--- config.mk ---
export PLATFORM = sky130hd
export DESIGN_NAME = reqlist_mgr
export DESIGN_NICKNAME = d
export VERILOG_FILES = /design/src/rtl/rlm_pkg.sv /design/src/rtl/rlm_freemap.sv /design/src/rtl/rlm_lineq.sv /design/src/rtl/reqlist_mgr.sv
export SDC_FILE = /design/constraint.sdc
export NUM_CORES = 1
export LEC_CHECK = 0
export BUFFER_PORTS_ARGS = -buffer_cell sky130_fd_sc_hd__buf_2
export CAP_MARGIN = 20
export CORE_UTILIZATION = 45
export DETAILED_ROUTE_END_ITERATION = 10
export PLACE_DENSITY_LB_ADDON = 0.3
export SLEW_MARGIN = 10
export SYNTH_ARGS = -nofsm -noshare
export SYNTH_HDL_FRONTEND = slang
export SYNTH_SLANG_ARGS = --single-unit
--- constraint.sdc ---
create_clock -name clk -period 6.9 [get_ports clk]
set_input_delay 0.69 -clock clk [delete_from_list [all_inputs] [get_ports clk]]
set_output_delay 0.69 -clock clk [all_outputs]
set_load 0.005 [all_outputs]
--- src/rtl/rlm_pkg.sv ---
package rlm_pkg;
  // index of the lowest set bit among the first n bits, 0 when none is set
  function automatic int lowest_set(input logic [63:0] m, input int n);
    int r;
    r = 0;
    for (int i = n - 1; i >= 0; i--)
      if (m[i]) r = i;
    return r;
  endfunction

  // number of set bits among the first n bits
  function automatic int bits_set(input logic [63:0] m, input int n);
    int c;
    c = 0;
    for (int i = 0; i < n; i++)
      c += int'(m[i]);
    return c;
  endfunction
endpackage

--- src/rtl/rlm_freemap.sv ---
module rlm_freemap #(
  parameter int DEPTH = 16
) (
  input  logic                       clk,
  input  logic                       rst_n,
  input  logic                       take0,
  input  logic                       take1,
  input  logic                       give,
  input  logic [$clog2(DEPTH)-1:0]   give_idx,
  output logic [$clog2(DEPTH)-1:0]   slot0,
  output logic [$clog2(DEPTH)-1:0]   slot1,
  output logic [$clog2(DEPTH+1)-1:0] free_cnt
);
  import rlm_pkg::*;
  localparam int IW = $clog2(DEPTH);
  localparam int CW = $clog2(DEPTH + 1);

  logic [DEPTH-1:0] free_q, rest, free_n;

  always_comb begin
    slot0 = IW'(lowest_set(64'(free_q), DEPTH));
    rest = free_q;
    rest[slot0] = 1'b0;
    slot1 = IW'(lowest_set(64'(rest), DEPTH));
    free_cnt = CW'(bits_set(64'(free_q), DEPTH));
  end

  always_comb begin
    free_n = free_q;
    if (take0) free_n[slot0] = 1'b0;
    if (take1) free_n[slot1] = 1'b0;
    if (give)  free_n[give_idx] = 1'b1;
  end

  always_ff @(posedge clk or negedge rst_n)
    if (!rst_n) free_q <= '1;
    else        free_q <= free_n;


  take_needs_slot_chk: assert property (@(posedge clk) disable iff (!rst_n)
    take0 |-> free_cnt != '0);

  pair_needs_two_chk: assert property (@(posedge clk) disable iff (!rst_n)
    take1 |-> free_cnt > CW'(1));

  give_was_used_chk: assert property (@(posedge clk) disable iff (!rst_n)
    give |-> !free_q[give_idx]);
endmodule

--- src/rtl/rlm_lineq.sv ---
module rlm_lineq #(
  parameter int DEPTH = 8,
  parameter int W     = 3
) (
  input  logic                       clk,
  input  logic                       rst_n,
  input  logic                       push,
  input  logic [W-1:0]               push_val,
  input  logic                       pop,
  output logic [W-1:0]               front,
  output logic [$clog2(DEPTH+1)-1:0] count
);
  localparam int PW = (DEPTH > 1) ? $clog2(DEPTH) : 1;
  localparam int CW = $clog2(DEPTH + 1);

  logic [W-1:0]  mem [DEPTH];
  logic [PW-1:0] rd_q, wr_q;

  function automatic logic [PW-1:0] bump(input logic [PW-1:0] p);
    return (p == PW'(DEPTH - 1)) ? '0 : p + PW'(1);
  endfunction

  assign front = mem[rd_q];

  always_ff @(posedge clk or negedge rst_n)
    if (!rst_n) begin
      rd_q  <= '0;
      wr_q  <= '0;
      count <= '0;
      for (int i = 0; i < DEPTH; i++) mem[i] <= '0;
    end else begin
      if (push) begin
        mem[wr_q] <= push_val;
        wr_q      <= bump(wr_q);
      end
      if (pop) rd_q <= bump(rd_q);
      count <= count + CW'(push) - CW'(pop);
    end


  lineq_no_overflow_chk: assert property (@(posedge clk) disable iff (!rst_n)
    push && !pop |-> count < CW'(DEPTH));

  lineq_no_underflow_chk: assert property (@(posedge clk) disable iff (!rst_n)
    pop |-> count != '0);
endmodule

--- src/rtl/reqlist_mgr.sv ---
module reqlist_mgr #(
  parameter int LINES   = 8,
  parameter int POOL    = 16,
  parameter int DATA_W  = 16,
  parameter int LINES_W = $clog2(LINES)
) (
  input  logic               clk,
  input  logic               rst_n,
  input  logic               rsv_valid,
  input  logic [LINES_W-1:0] rsv_line,
  input  logic               fill_valid,
  input  logic [LINES_W-1:0] fill_line,
  input  logic               net_valid,
  output logic               net_ready,
  input  logic [LINES_W-1:0] net_line,
  input  logic [DATA_W-1:0]  net_data,
  output logic               byp_valid,
  output logic [LINES_W-1:0] byp_line,
  output logic [DATA_W-1:0]  byp_data,
  output logic               act_valid,
  output logic [LINES_W-1:0] act_line,
  input  logic               act_pop,
  output logic               hd_valid,
  output logic [DATA_W-1:0]  hd_data,
  input  logic               hd_pop,
  input  logic               rq_valid,
  input  logic [DATA_W-1:0]  rq_data
);
  localparam int PW = $clog2(POOL);
  localparam int FW = $clog2(POOL + 1);
  localparam int QW = $clog2(LINES + 1);

  logic [PW-1:0]     head_q [LINES], head_n [LINES];
  logic [PW-1:0]     tail_q [LINES], tail_n [LINES];
  logic [PW-1:0]     link_q [POOL],  link_n [POOL];
  logic [DATA_W-1:0] body_q [POOL];
  logic [LINES-1:0]  busy_q, busy_n, lock_q, lock_n, inq_q, inq_n;

  logic [PW-1:0] slot0, slot1, rq_slot, park_slot;
  logic [FW-1:0] free_cnt;
  logic [QW-1:0] q_count;

  // named events
  logic rq_fire, pop_fire, park_fire, wants_park, taken;
  logic q_push, q_pop, front_keep;

  assign act_valid  = q_count != '0;
  assign hd_valid   = act_valid && busy_q[act_line];
  assign hd_data    = body_q[head_q[act_line]];
  assign rq_fire    = rq_valid && act_valid;
  assign pop_fire   = hd_pop && hd_valid;
  assign net_ready  = rq_fire ? (free_cnt >= FW'(2)) : (free_cnt != '0);
  assign taken      = net_valid && net_ready;
  assign wants_park = lock_q[net_line] || busy_q[net_line] ||
                      (rq_fire && act_line == net_line);
  assign park_fire  = taken && wants_park;
  assign byp_valid  = taken && !wants_park;
  assign byp_line   = net_line;
  assign byp_data   = net_data;
  assign rq_slot    = slot0;
  assign park_slot  = rq_fire ? slot1 : slot0;

  // list surgery: head removal, then head insertion, then tail append
  always_comb begin
    head_n = head_q;
    tail_n = tail_q;
    link_n = link_q;
    busy_n = busy_q;
    if (pop_fire) begin
      if (head_q[act_line] == tail_q[act_line]) busy_n[act_line] = 1'b0;
      else head_n[act_line] = link_q[head_q[act_line]];
    end
    if (rq_fire) begin
      if (busy_n[act_line]) link_n[rq_slot] = head_n[act_line];
      else                  tail_n[act_line] = rq_slot;
      head_n[act_line] = rq_slot;
      busy_n[act_line] = 1'b1;
    end
    if (park_fire) begin
      if (busy_n[net_line]) link_n[tail_n[net_line]] = park_slot;
      else                  head_n[net_line] = park_slot;
      tail_n[net_line] = park_slot;
      busy_n[net_line] = 1'b1;
    end
  end

  // lock state: a fresh lock overrides a fill on the same line
  always_comb begin
    lock_n = lock_q;
    if (fill_valid) lock_n[fill_line] = 1'b0;
    if (rsv_valid)  lock_n[rsv_line]  = 1'b1;
  end

  assign front_keep = busy_n[act_line] && !lock_n[act_line];
  assign q_pop      = act_pop && act_valid && !front_keep;

  always_comb begin
    inq_n = inq_q;
    if (q_pop) inq_n[act_line] = 1'b0;
    q_push = fill_valid && !lock_n[fill_line] && busy_n[fill_line] && !inq_n[fill_line];
    if (q_push) inq_n[fill_line] = 1'b1;
  end

  always_ff @(posedge clk or negedge rst_n)
    if (!rst_n) begin
      busy_q <= '0;
      lock_q <= '0;
      inq_q  <= '0;
      for (int l = 0; l < LINES; l++) begin
        head_q[l] <= '0;
        tail_q[l] <= '0;
      end
      for (int e = 0; e < POOL; e++) link_q[e] <= '0;
    end else begin
      busy_q <= busy_n;
      lock_q <= lock_n;
      inq_q  <= inq_n;
      head_q <= head_n;
      tail_q <= tail_n;
      link_q <= link_n;
    end

  always_ff @(posedge clk) begin
    if (rq_fire)   body_q[rq_slot]   <= rq_data;
    if (park_fire) body_q[park_slot] <= net_data;
  end

  rlm_freemap #(.DEPTH(POOL)) u_free (
    .clk      (clk),
    .rst_n    (rst_n),
    .take0    (rq_fire || park_fire),
    .take1    (rq_fire && park_fire),
    .give     (pop_fire),
    .give_idx (head_q[act_line]),
    .slot0    (slot0),
    .slot1    (slot1),
    .free_cnt (free_cnt)
  );

  rlm_lineq #(.DEPTH(LINES), .W(LINES_W)) u_lineq (
    .clk      (clk),
    .rst_n    (rst_n),
    .push     (q_push),
    .push_val (fill_line),
    .pop      (q_pop),
    .front    (act_line),
    .count    (q_count)
  );


  requeue_at_head_chk: assert property (@(posedge clk) disable iff (!rst_n)
    rq_fire && !act_pop |=> hd_valid && hd_data == $past(rq_data));

  pop_returns_slot_chk: assert property (@(posedge clk) disable iff (!rst_n)
    pop_fire && !rq_fire && !park_fire |=> free_cnt != '0);

  fill_makes_servable_chk: assert property (@(posedge clk) disable iff (!rst_n)
    q_push |=> act_valid);
endmodule

==> run metrics, run 1 <==
status finished, final reports clean; Slew HR 0.211; area of the mapped netlist 27800 sq um; minimum clock period 6.55 ns; via count 22700; post-synth top area cell edfxtp_1; vias per cell 6.39; Reg2Reg Depth 22; M1 WL 37.3 mm; root buffer cell clkbuf_16; Clock transition at path regs 0.06 ns; Final ANT Viol Nets 0; Final Max Slew Viols 0; synthesized net count 2757; Final Core Density 0.514; drt drc 0; Post-CTS Setup Bufs 0; ys async rst share 0.441; core area 60700 sq um; dominant cells by area after synthesis edfxtp_1 (28%), dfrtp_1 (17%), mux2_2 (12%); First-pass DRT Iterations 5; critical-path maximum fanout 4; first-pass GRT wire length 142 mm; RSZ-0062 raised after global routing no; Starting Density 0.458; metal2 WL 46.5 mm; io pins 91; GPL Wtd Cong 0.981; initial antenna violation count 3; layout cells sized above 1 0.259; TNS Setup 0 ns; worst slack at placement 0.233 ns; WL per Instance 26.8 um; GRT Util Overall 0.299; Fin. Hold Viols 0; YS warnings 0; Reg2Reg Launch Point u_free.free_q[0]; Post-synth EDFFs 256; Hold Path Class in -> async; Max-Cap Viols 0; die width 250 um; Met3 Routed Length 6.60 mm; CTS Buffer Depth 3; Worst Tran Pin Value 1.18 ns; Synth-to-Final Area Change 12.4%; Setup Skew 0.0718 ns; Synth Area per Inst 10.4 sq um; DP HPWL 63.8 mm; Routed Wire Length 95.1 mm; critical path type reg -> reg; cells after synthesis 2683; total gr overflow 0; CTS tree yes; slack of the critical path 0.353 ns; I/O Buffers 90; Seq cells post-synth 458; CP Data Arrival Time 7.02 ns; Die Ht 250 um; Critical R2R Capture u_lineq.mem[13]; Tcrit/Tclk final 0.949; synth unique cells 108; setup violators final 0; post-synth top area share 0.277; Top FF cell, synth edfxtp_1; DR top layer met5; H-tree lvl count 2; CP Capture Type register; number of global-route vias before repair 22300; Reg2Reg Setup Slack 0.35 ns; latest clock arrival within the worst-skew pair 0.65 ns; CP required 7.37 ns; fmax 0.153 GHz; Nets 2794; fraction of the yosys area taken by sequential cells 0.460; Starting DRT DRC Count 2295; total clock sinks 458; CTS Buf Count 52; row count 90; startpoint class of the critical path register; largest net degree at the start of global routing 105; Die ar. 62700 sq um
what timing repair did:
action	4_1_cts	5_1_grt
hold buffers	0	0
resized for setup	0	7
endpoints found under the setup margin	0	26
how the worst max path moves through the flow:
stage                                 from                to  slack (ns)  cells past startpoint
after CTS                 u_free.free_q[0]   u_lineq.mem[18]        0.16                     23
after detailed placement  u_free.free_q[0]   u_lineq.mem[18]        0.23                     23
final                     u_free.free_q[0]   u_lineq.mem[13]        0.35                     22
after global routing      u_free.free_q[0]  u_lineq.count[2]       0.008                     25
after floorplan           u_free.free_q[2]  u_lineq.count[2]        0.19                     26
after global placement    u_free.free_q[0]  u_lineq.count[1]        0.32                     26
layer usage:
metal	track usage	vias up
met4	0.139	4
met5	0	-
li1	-	9946
met2	0.506	1102
met3	0.0412	259
met1	0.377	11300
registers in the layout, indices dropped and copies added (netlist names):
signal / flops
body_q: 256
link_q: 64
head_q: 32
tail_q: 32
u_lineq.mem: 24
u_free.free_q: 16
busy_q: 8
inq_q: 8
lock_q: 8
u_lineq.count: 4
u_lineq.rd_q: 3
u_lineq.wr_q: 3
cell families (layout without fill, tap and decap cells):
kind of cell | after synthesis | count (layout) | share of synthesized area
simple gates | 957 | 957 | 0.167
mux | 485 | 485 | 0.189
flops | 458 | 458 | 0.460
compound gates | 451 | 451 | 0.115
buf+inv | 269 | 347 | 0.0430
xor+xnor | 37 | 37 | 0.0117
fa+ha+maj | 26 | 26 | 0.0146
other cells | 0 | 1 | 0
critical path, stage by stage (launching register included):
cell and delay, ns:
dfstp_2 0.53, ha_1 0.23, inv_1 0.07, fa_1 0.42
inv_1 0.08, fa_1 0.44, fa_1 0.49, inv_1 0.05
fa_1 0.45, fa_1 0.39, inv_1 0.09, fa_1 0.38
nor3_1 0.14, o211ai_1 0.19, a31oi_1 0.25, a31o_2 0.16
o221ai_1 0.18, nand3_1 0.17, o221ai_1 0.18, a2111oi_4 0.43
nand3_1 0.34, nor3b_2 0.36, mux2_2 0.37
stage by stage:
stage / instances / cell area (sq um) / hold slack (ns)
6_report: 3544 / 31200 / 0.0737
3_5_place_dp: 3447 / 29400 / 0.487
2_1_floorplan: 2683 / 27800 / 0.394
4_1_cts: 3542 / 31200 / 0.0757
3_3_place_gp: 3446 / 29400 / 0.463
5_1_grt: 3544 / 31200 / 0.110
layout by cell type (no fill, tap or decap), types with 26 or more instances in the layout:
cell	netlist	routed
a311oi_1	35	35
nand2_1	423	421
a21oi_1	96	95
nand3_1	205	205
inv_1	44	43
clkbuf_16	0	52
nor3_1	38	36
mux2i_1	173	173
a2bb2oi_1	26	26
mux2_2	305	305
buf_2	31	89
buf_4	28	103
dfrtp_1	186	186
o21ai_0	73	68
edfxtp_1	256	256
and3_1	29	29
nor2_1	123	122
Yosys cell counts (11+ instances only):
master and number:
nand2b_1 12, nand4_1 14, edfxtp_1 256, o211ai_1 23, dfstp_2 16, o22ai_1 23, nand2_1 423, o21bai_1 14
nor3_1 38, nand3_1 205, ha_1 14, buf_2 31, o21ai_0 73, inv_1 44, nor2_1 123, and3_1 29
nor4_2 17, buf_1 19, fa_1 11, mux2_2 305, dfrtp_1 186, clkbuf_1 139, a22oi_1 13, xnor2_1 16
a31oi_1 22, a21oi_1 96, mux2i_1 173, buf_4 28, xor2_1 21, a2bb2oi_1 26, a311oi_1 35, or3_1 16
final cells by class:
cell class	instances	area, sq um
clock buffers	79	1540
diodes	1	2.50
clock inverters	16	226
flip-flops and latches	458	12800
inverters	47	179
fillers	5427	29500
multi-input cells	1956	14100
well taps	782	978
repair buffers	205	1450
Power of run 1 is left out: the tool's default activity adds up to more than one toggle a clock period on the data nets, which glitch-free logic cannot reach.
==> run 2, diff against run 1 <==
Settings changed: GPL_TIMING_DRIVEN from default to 1.
Clock period 6.9 ns to 7.6 ns, I/O delays scaled along.
==> run metrics, run 2 (synthesis gave the netlist of run 1 again) <==
status finished, final reports clean; fmax 0.142 GHz; Routed Wire Length 93.8 mm; Setup Skew 0.0330 ns; Synth-to-Final Area Change 11.4%; CTS Buf Count 51; critical path type reg -> reg; die width 250 um; register area 12800 sq um; CP Data Arrival Time 7.52 ns; via count 22300; Fin. Hold Viols 0; DP HPWL 62.9 mm; vias per cell 6.37; CTS Buffer Depth 3; TNS Setup 0 ns; most flop-heavy register body_q; Final ANT Viol Nets 0; CP required 8.11 ns; Hold Path Class in -> async; RSZ-0062 raised after global routing no; GPL Wtd Cong 0.959; I/O Buffers 90; Die ar. 62700 sq um; Nets 2756; setup violators final 0; DR top layer met5; metal2 WL 46.0 mm; number of global-route vias before repair 22200; initial antenna violation count 3; io pins 91; latest clock arrival within the worst-skew pair 0.63 ns; Worst Tran Pin Value 1.18 ns; WL per Instance 26.8 um; minimum clock period 7.02 ns; leading cell types in the layout, fill and taps excluded nand2_1 (421), mux2_2 (305), edfxtp_1 (256), nand3_1 (205), dfrtp_1 (186); critical-path maximum fanout 12; Met3 Routed Length 6.76 mm; H-tree lvl count 2; top flop regs body_q x256, link_q x64; layout cells sized above 1 0.251; Clock transition at path regs 0.06 ns; startpoint class of the critical path register; CP Capture Type register; root buffer cell clkbuf_16; largest net degree at the start of global routing 123; total gr overflow 0; Tcrit/Tclk final 0.923; First-pass DRT Iterations 8; row count 90; Starting DRT DRC Count 2340; drt drc 0; CTS tree yes; Final Max Slew Viols 0; core area 60700 sq um; first-pass GRT wire length 142 mm; Slew HR 0.215; M1 WL 37.3 mm; max reg flops 256; Starting Density 0.458; Max-Cap Viols 0; GRT Util Overall 0.297; commonest non-fill, non-tap cell in the layout nand2_1; Die Ht 250 um; Filler Cells Inserted 5429; multi-input gate area in the final layout 14100 sq um; total clock sinks 458
## run 2: changes by cell type in the layout (fill, tap and decap cells not counted), moves of 3 or more
cell	delta
buf_12	-7
clkbuf_8	-5
clkinv_2	+11
buf_4	-31
clkbuf_1	-11
nor2_2	-6
bufinv_16	+3
nor2_4	+6
## run 2: cell type report
cell class                      count  share of cell area
Sequential cell                   458               0.413
Timing Repair Buffer              168              0.0364
Multi-Input combinational cell   1956               0.456
Antenna cell                        1           0.0000809
Inverter                           47             0.00579
Clock inverter                     32              0.0123
Tap cell                          782              0.0316
Clock buffer                       62              0.0455
## run 2: worst paths after layout
path                       cells past startpoint  slack [ns]               to             start
setup / recovery                              24        0.58  u_lineq.mem[11]  u_free.free_q[1]
hold / removal                                 1       0.009        lock_q[6]             rst_n
min in group clk                               2        0.49         inq_q[3]          inq_q[3]
setup reg to reg                              24        0.58  u_lineq.mem[11]  u_free.free_q[1]
hold reg to reg                                2        0.49         inq_q[3]          inq_q[3]
max in group asynchronous                      4        5.96       link_q[10]             rst_n
## run 2: metal layers
metal / vias up / global-route usage
li1: 9877 / -
met1: 11200 / 0.380
met3: 229 / 0.0451
met2: 1031 / 0.503
met5: - / 0
met4: 4 / 0.120
## run 2: through the flow
stage	utilization	hold WS, ns	std cells	cell area, sq um	worst slack (ns)
floorplan	-	0.448	2683	27800	0.887
global placement	0.478	0.465	3407	29000	0.562
detailed placement	0.478	0.474	3407	29000	0.431
CTS	0.508	0.359	3501	30800	0.405
global route	0.510	0.00803	3505	30900	0.169
finish	0.510	0.00863	3506	30900	0.582
## run 2: critical path, stage by stage, from the launching register on
cell and delay [ns]:
dfstp_2 0.65, ha_1 0.26, inv_1 0.07, fa_1 0.43, inv_1 0.09, fa_1 0.42, fa_1 0.49, inv_1 0.05
fa_1 0.49, fa_1 0.18, inv_1 0.06, fa_1 0.43, nand3_1 0.08, o22ai_1 0.06, o211ai_1 0.17, nand2_1 0.11
or2_2 0.52, nor2_4 0.31, nand4b_1 0.19, a21oi_1 0.10, a2111oi_2 0.54, nand2_2 0.19, buf_4 0.22, nor4b_2 0.41
mux2_2 0.39
## run 2: repair_timing
action                     in CTS  in global routing
hold buffers                    0                  0
setup buffers                   0                  0
setup endpoints to repair       0                  7
gates resized for setup         0                  7
Power of run 2 is left out for the same reason.
